`src/rtl/bct_pkg.sv`:
```
// Package bct_pkg
// Shared encodings for the branch target unit: branch class codes and the
// condition flag bundle. Class codes 11..15 are reserved and never taken.
package bct_pkg;

    typedef enum logic [3:0] {
        BR_C_CLR    = 4'd0,
        BR_C_SET    = 4'd1,
        BR_Z_SET    = 4'd2,
        BR_Z_CLR    = 4'd3,
        BR_N_SET    = 4'd4,
        BR_N_CLR    = 4'd5,
        BR_V_CLR    = 4'd6,
        BR_V_SET    = 4'd7,
        BR_ALWAYS   = 4'd8,
        BR_BITS_CLR = 4'd9,
        BR_BITS_SET = 4'd10
    } br_op_e;

    typedef struct packed {
        logic n;
        logic v;
        logic z;
        logic c;
    } flags_t;

    localparam int unsigned OP_W = 4;

endpackage

```
`src/rtl/bct_flag_cond.sv`:
```
// Module bct_flag_cond
// Evaluates the flag-based branch classes and the unconditional class.
// Assumes: op is the raw class code; bit-test and reserved codes give 0 here.
module bct_flag_cond
    import bct_pkg::*;
(
    input  logic [OP_W-1:0] op,
    input  flags_t          flags,
    output logic            cond_hit
);

    // Map each flag class onto its single-flag test.
    always_comb begin
        case (op)
            BR_C_CLR:  cond_hit = ~flags.c;
            BR_C_SET:  cond_hit =  flags.c;
            BR_Z_SET:  cond_hit =  flags.z;
            BR_Z_CLR:  cond_hit = ~flags.z;
            BR_N_SET:  cond_hit =  flags.n;
            BR_N_CLR:  cond_hit = ~flags.n;
            BR_V_CLR:  cond_hit = ~flags.v;
            BR_V_SET:  cond_hit =  flags.v;
            BR_ALWAYS: cond_hit = 1'b1;
            default:   cond_hit = 1'b0;
        endcase
    end

endmodule

```
`src/rtl/bct_bit_test.sv`:
```
// Module bct_bit_test
// Tests the mask-selected bits of a memory operand: reports whether all of
// them are 0 and whether all of them are 1. In narrow mode only the low half
// of the operand and mask takes part.
// Assumes: DATA_W is even; an empty selection satisfies both tests.
module bct_bit_test #(
    parameter int unsigned DATA_W = 16
) (
    input  logic              narrow,
    input  logic [DATA_W-1:0] operand,
    input  logic [DATA_W-1:0] mask,
    output logic              all_clear,
    output logic              all_set
);

    localparam int unsigned HALF_W = DATA_W / 2;

    logic [DATA_W-1:0] sel;

    // Build the effective selection, dropping the upper half in narrow mode.
    for (genvar i = 0; i < DATA_W; i++) begin : g_sel
        if (i < HALF_W) begin : g_low
            assign sel[i] = mask[i];
        end else begin : g_high
            assign sel[i] = mask[i] & ~narrow;
        end
    end

    // Reduce the selected bits into the two match results.
    always_comb begin
        all_clear = ~|(sel & operand);
        all_set   = ~|(sel & ~operand);
    end

endmodule

```
`src/rtl/bct_rel_target.sv`:
```
// Module bct_rel_target
// Adds a sign-extended displacement to the next-instruction address. An
// overflow past the top of the address range steps the bank up; an
// underflow below zero steps it down.
// Assumes: OFF_W < PC_W; the bank wraps modulo 2^BANK_W.
module bct_rel_target #(
    parameter int unsigned PC_W   = 16,
    parameter int unsigned BANK_W = 8,
    parameter int unsigned OFF_W  = 8
) (
    input  logic [PC_W-1:0]   base_pc,
    input  logic [BANK_W-1:0] base_bank,
    input  logic [OFF_W-1:0]  disp,
    output logic [PC_W-1:0]   tgt_pc,
    output logic [BANK_W-1:0] tgt_bank
);

    localparam int unsigned SUM_W = PC_W + 2;
    localparam int unsigned EXT_W = SUM_W - OFF_W;

    logic [SUM_W-1:0] disp_ext;
    logic [SUM_W-1:0] sum;
    logic             over_top;
    logic             under_zero;

    // Sign-extend the displacement and form the two-bit-wider sum.
    always_comb begin
        disp_ext = {{EXT_W{disp[OFF_W-1]}}, disp};
        sum      = {2'b00, base_pc} + disp_ext;
    end

    // Decode the out-of-range cases from the two guard bits.
    always_comb begin
        over_top   = (sum[SUM_W-1:PC_W] == 2'b01);
        under_zero = (sum[SUM_W-1:PC_W] == 2'b11);
    end

    // Produce the wrapped address and the adjusted bank.
    always_comb begin
        tgt_pc = sum[PC_W-1:0];
        if (over_top) begin
            tgt_bank = base_bank + BANK_W'(1);
        end else if (under_zero) begin
            tgt_bank = base_bank - BANK_W'(1);
        end else begin
            tgt_bank = base_bank;
        end
    end

endmodule

```
`src/rtl/branch_target_unit.sv`:
```
// Module branch_target_unit
// Top of the conditional branch target unit. Combines the flag decision, the
// memory bit test and the relative target adder, then registers the outcome
// for one cycle. Assumes next_pc already points past the branch instruction.
module branch_target_unit
    import bct_pkg::*;
#(
    parameter int unsigned PC_W   = 16,
    parameter int unsigned BANK_W = 8,
    parameter int unsigned OFF_W  = 8,
    parameter int unsigned DATA_W = 16
) (
    input  logic              clk,
    input  logic              rst_n,
    input  logic              req_valid,
    input  logic [3:0]        req_op,
    input  logic              flag_n,
    input  logic              flag_v,
    input  logic              flag_z,
    input  logic              flag_c,
    input  logic              narrow,
    input  logic [DATA_W-1:0] mem_operand,
    input  logic [DATA_W-1:0] bit_mask,
    input  logic [PC_W-1:0]   next_pc,
    input  logic [BANK_W-1:0] bank_in,
    input  logic [OFF_W-1:0]  offset,
    output logic              res_valid,
    output logic              res_taken,
    output logic [PC_W-1:0]   res_pc,
    output logic [BANK_W-1:0] res_bank
);

    flags_t            flags;
    logic              cond_hit;
    logic              all_clear;
    logic              all_set;
    logic              take;
    logic [PC_W-1:0]   tgt_pc;
    logic [BANK_W-1:0] tgt_bank;

    // Bundle the individual flag pins.
    always_comb flags = '{n: flag_n, v: flag_v, z: flag_z, c: flag_c};

    bct_flag_cond u_flag_cond (
        .op       (req_op),
        .flags    (flags),
        .cond_hit (cond_hit)
    );

    bct_bit_test #(.DATA_W(DATA_W)) u_bit_test (
        .narrow    (narrow),
        .operand   (mem_operand),
        .mask      (bit_mask),
        .all_clear (all_clear),
        .all_set   (all_set)
    );

    bct_rel_target #(.PC_W(PC_W), .BANK_W(BANK_W), .OFF_W(OFF_W)) u_rel_target (
        .base_pc   (next_pc),
        .base_bank (bank_in),
        .disp      (offset),
        .tgt_pc    (tgt_pc),
        .tgt_bank  (tgt_bank)
    );

    // Merge the flag decision with the two bit-test classes.
    always_comb begin
        take = cond_hit
             | ((req_op == BR_BITS_CLR) & all_clear)
             | ((req_op == BR_BITS_SET) & all_set);
    end

    // Register the outcome; hold it while no request is presented.
    always_ff @(posedge clk) begin
        if (!rst_n) begin
            res_valid <= 1'b0;
            res_taken <= 1'b0;
            res_pc    <= '0;
            res_bank  <= '0;
        end else begin
            res_valid <= req_valid;
            if (req_valid) begin
                res_taken <= take;
                res_pc    <= take ? tgt_pc : next_pc;
                res_bank  <= take ? tgt_bank : bank_in;
            end
        end
    end

    // reset clears every output
    p_reset_clears_r1: assert property (@(posedge clk)
        !rst_n |=> (!res_valid && !res_taken && res_pc == '0 && res_bank == '0));

    // a sampled request yields the strobe one edge later
    p_result_strobe_r2: assert property (@(posedge clk) disable iff (!rst_n)
        req_valid |=> res_valid);

    // idle cycles drop the strobe and hold the result
    p_idle_hold_r2: assert property (@(posedge clk) disable iff (!rst_n)
        !req_valid |=> (!res_valid && $stable(res_taken) && $stable(res_pc) && $stable(res_bank)));

    // the unconditional class is always taken
    p_always_taken_r6: assert property (@(posedge clk) disable iff (!rst_n)
        (req_valid && req_op == BR_ALWAYS) |=> res_taken);

    // reserved classes are never taken
    p_reserved_never_r9: assert property (@(posedge clk) disable iff (!rst_n)
        (req_valid && req_op > BR_BITS_SET) |=> !res_taken);

    // the bank moves by at most one step
    p_bank_step_r11: assert property (@(posedge clk) disable iff (!rst_n)
        req_valid |=> (res_bank == $past(bank_in)
                    || res_bank == BANK_W'($past(bank_in) + BANK_W'(1))
                    || res_bank == BANK_W'($past(bank_in) - BANK_W'(1))));

    // a forward displacement never borrows from the bank
    p_forward_no_borrow_r11: assert property (@(posedge clk) disable iff (!rst_n)
        (req_valid && !offset[OFF_W-1]) |=> (res_bank != BANK_W'($past(bank_in) - BANK_W'(1))));

    // a branch not taken passes the address and bank through
    p_not_taken_pass_r12: assert property (@(posedge clk) disable iff (!rst_n)
        (req_valid && !take) |=> (res_pc == $past(next_pc) && res_bank == $past(bank_in)));

endmodule

```
`config.mk`:
```
export PLATFORM = sky130hd
export DESIGN_NAME = branch_target_unit
export DESIGN_NICKNAME = d
export VERILOG_FILES = /design/src/rtl/bct_pkg.sv /design/src/rtl/bct_flag_cond.sv /design/src/rtl/bct_bit_test.sv /design/src/rtl/bct_rel_target.sv /design/src/rtl/branch_target_unit.sv
export SDC_FILE = /design/constraint.sdc
export NUM_CORES = 1
export LEC_CHECK = 0
export ABC_CLOCK_PERIOD_IN_PS = 6850
export BUFFER_PORTS_ARGS = -buffer_cell sky130_fd_sc_hd__buf_2
export CAP_MARGIN = 20
export CORE_MARGIN = 2
export CORE_UTILIZATION = 51
export DETAILED_ROUTE_END_ITERATION = 8
export PLACE_DENSITY = 0.8
export SETUP_SLACK_MARGIN = 0.5
export SLEW_MARGIN = 30
export SYNTH_ARGS = -nofsm -noshare
export SYNTH_HDL_FRONTEND = slang
export SYNTH_HIERARCHICAL = 1
export SYNTH_SLANG_ARGS = --single-unit
```
`constraint.sdc`:
```
create_clock -name clk -period 6.85 [get_ports clk]
set_input_delay 0.685 -clock clk [delete_from_list [all_inputs] [get_ports clk]]
set_output_delay 0.685 -clock clk [all_outputs]
set_load 0.01 [all_outputs]
```
==> impl_metrics.toml <==
[run_status]
status = "complete, no violations"

[place]
placed_area_um2 = 3580
io_buffer_count = 101
gp_congestion = 0.880
hpwl_um = 6440

[layout]
syn_to_final_growth_pct = 16.7
num_antenna_cells = 0
layout-drive-gt1-share = 0.306
num-fill-cells = 563
stdcell_area_um2 = 3670
nets = 561

[timing]
maxSlewViolCount = 0
fin_skew_ns = 0
finalSetupTns_ns = 0
rsz0062_at_grt = "no"
max_freq_mhz = 276
setup_viol = 0
finalCritPeriodShare = 0.530
worst_pin_slew_ns = 0.963
hold_violations = 0
relSlewSlack = 0.356
fin_crit_ns = 3.63

[pwr]
ir_worst_vdd_mv = 0.0978
p_leak_nw = 1.93
power_density_nw_per_um2 = 141
total_power_uw = 516

[yosys]
yosysSeqAreaShare = 0.166
syn-num-nets = 479
ys_ff_latch = 26
syn_area_per_cell_um2 = 8.20
synth_flop_cell = "dfxtp_1"
synthCells = 383
synth-async-reset-ratio = 0
synth-edff-count = 0
ys_types = 56
syn-cell-area_um2 = 3140
ys.warnings.count = 6

[global_routing]
grt_pass1_vias = 3315
antenna_found_initial = 0
grt_start_max_net_pins = 53
gr-total-overflow = 0
grtUsageTotal = 0.274
grt_pass1_wl_um = 14800

[worst_setup_path]
slowest_delay_ns = 0.47
crit_required_ns = 7.05
worstPathMaxFanout = 15
crit_type = "input port to register"
cp_slowest_cell = "and3_1"
timing.rr.start = "res_pc[12]"
cp_num_cells = 13
r2r_setup_slack_ns = 6.03
rr_endpoint = "res_pc[12]"
worstPathArrival_ns = 3.83
reg2reg_depth = 2
crit_family = "compound AO/OA/AOI/OAI gates"
path_cells = "buf_2 > ha_1 > fa_1 > a211oi_1 > o21bai_1 > o211ai_1 > a211o_1 > and3_1 > nand2_1 > mux2_4 > xnor2_1 > o221ai_1 > a211oi_2"
endpoint_kind = "register"
crit_start = "next_pc[0]"
critPathCapture = "res_bank[2]"
start_kind = "input port"
worst-path-buf-inv = 1

[floorplanning]
dieWidth_um = 82.5
rows = 28
core_area_um2 = 5920
die_area_um2 = 6800
die_y_um = 82.5
io_pins = 102
initial_utilization = 0.531

[detailed_routing]
drt_iter0_drc = 205
via_count = 3370
wl_per_cell_um = 17.1
via_per_inst = 6.25
drc = 0
wirelength_um = 9210
first_pass_iters = 4
drtAntennaViolNets = 0

[job]
max_cap_viol_count = 0

[clock_network]
cts_setup_buffers = 0
cts.repair.resized = 0
cts_buffers = 3
worstSkewPairLatency_ns = 0.27
clk_transition_reported_paths_ns = 0.09
ctsHoldBuffers = 0
clk_path_buf_depth = 2
root_buffer = "clkbuf_8"
cts_max_level = 1
clock-sinks = 26
cts_tree = "yes"

[worst_hold_path]
hp-start = "res_taken"
hp-class = "register to register"
==> state kept, by name, indices dropped and copies added (netlist names) <==
name	flops
res_bank	8
res_pc	16
res_taken	1
res_valid	1
==> worst min path at each step <==
stage / endpoint / slack [ns] / cells after the start
global placement: res_taken / 0.51 / 2
global route: res_taken / 0.59 / 2
finish: res_taken / 0.53 / 2
detailed placement: res_taken / 0.52 / 2
CTS: res_taken / 0.54 / 2
floorplan: res_taken / 0.54 / 2
==> through the flow <==
step,setup WS (ns),std cells,hold WS (ns),util
CTS,3.32,538,0.541,0.615
global route,3.06,539,0.590,0.619
floorplan,3.55,383,0.543,-
finish,3.22,539,0.529,0.619
detailed placement,3.06,534,0.517,0.605
global placement,3.21,534,0.510,0.605
==> final cells by class <==
class,count,area [um2],area share
sequential,26,520,0.142
timing repair buffer,105,556,0.151
tap,75,93.8,0.0256
multi-input combinational,279,2250,0.615
clock buffer,4,55.1,0.0150
inverter,50,188,0.0512
==> synthesized netlist by cell type, types with 2 or more instances <==
cell type  instances  share of area
nand3_2            2         0.0064
o21ai_0            8          0.013
nor4_1             3         0.0060
a221oi_1           2         0.0056
o22ai_1            6          0.012
o2111a_1          24          0.086
xnor2_1            7          0.020
a211oi_2          20          0.080
a21o_1             5          0.012
nand4b_1           2         0.0056
nand3_1            6         0.0096
buf_2             12          0.019
clkbuf_1           7         0.0084
mux2i_1            9          0.029
nor2b_1            3         0.0060
o221ai_1          24          0.067
xor2_1            14          0.039
o21a_1             2         0.0048
nor2_1            35          0.042
a211oi_1           7          0.017
a21oi_1           17          0.027
nand2_1           16          0.019
buf_6              8          0.029
nand2b_1           3         0.0060
and3b_1            2         0.0056
inv_1             50          0.060
nor3b_1            2         0.0048
ha_1              19          0.076
nand4_1            4         0.0080
dfxtp_1           26           0.17
and2_1             2         0.0040
a22oi_1            6          0.014
and3_1             7          0.014
==> placed cells by master (no fill, tap or decap), drive strengths merged, types with 4 or more instances in the layout <==
cell type,Yosys,final
a211oi,27,27
a21o,5,5
a21oi,17,17
a22oi,6,6
and3,8,8
buf,21,105
clkbuf,7,4
dfxtp,26,26
ha,19,19
inv,50,50
mux2i,9,9
nand2,16,16
nand3,8,8
nand4,4,4
nor2,35,35
o2111a,24,24
o21ai,9,9
o221ai,24,24
o22ai,6,6
xnor2,7,7
xor2,14,14
==> routing by layer <==
layer	vias to the layer above	GRT usage	routed length (um)
li1	1618	-	-
met1	1621	0.327	3840
met2	123	0.499	4660
met3	8	0.0359	623
met4	0	0.0917	83
met5	-	0	0
==> where the power goes <==
part	switching, mW	total, mW	internal, mW
logic	0.139	0.238	0.0988
clock network	0.0537	0.105	0.0515
registers	0.00753	0.173	0.166
==> cell families (layout without fill, tap and decap cells) <==
| family | Yosys count | after routing | synth area share |
|---|---|---|---|
| AND/OR/NAND/NOR | 92 | 92 | 0.151 |
| buffers and inverters | 78 | 159 | 0.118 |
| XOR/XNOR | 21 | 21 | 0.0585 |
| flip-flops | 26 | 26 | 0.166 |
| AO/OA/AOI/OAI | 136 | 136 | 0.391 |
| multiplexers | 10 | 10 | 0.0335 |
| adder cells (fa/ha/maj) | 20 | 20 | 0.0820 |
==> worst min-delay path: stages (launching register included) <==
cell and delay [ns]:
dfxtp_1 0.33, o21ai_0 0.07, a21oi_1 0.10
Note: power is estimated with default switching activity, not from simulation.
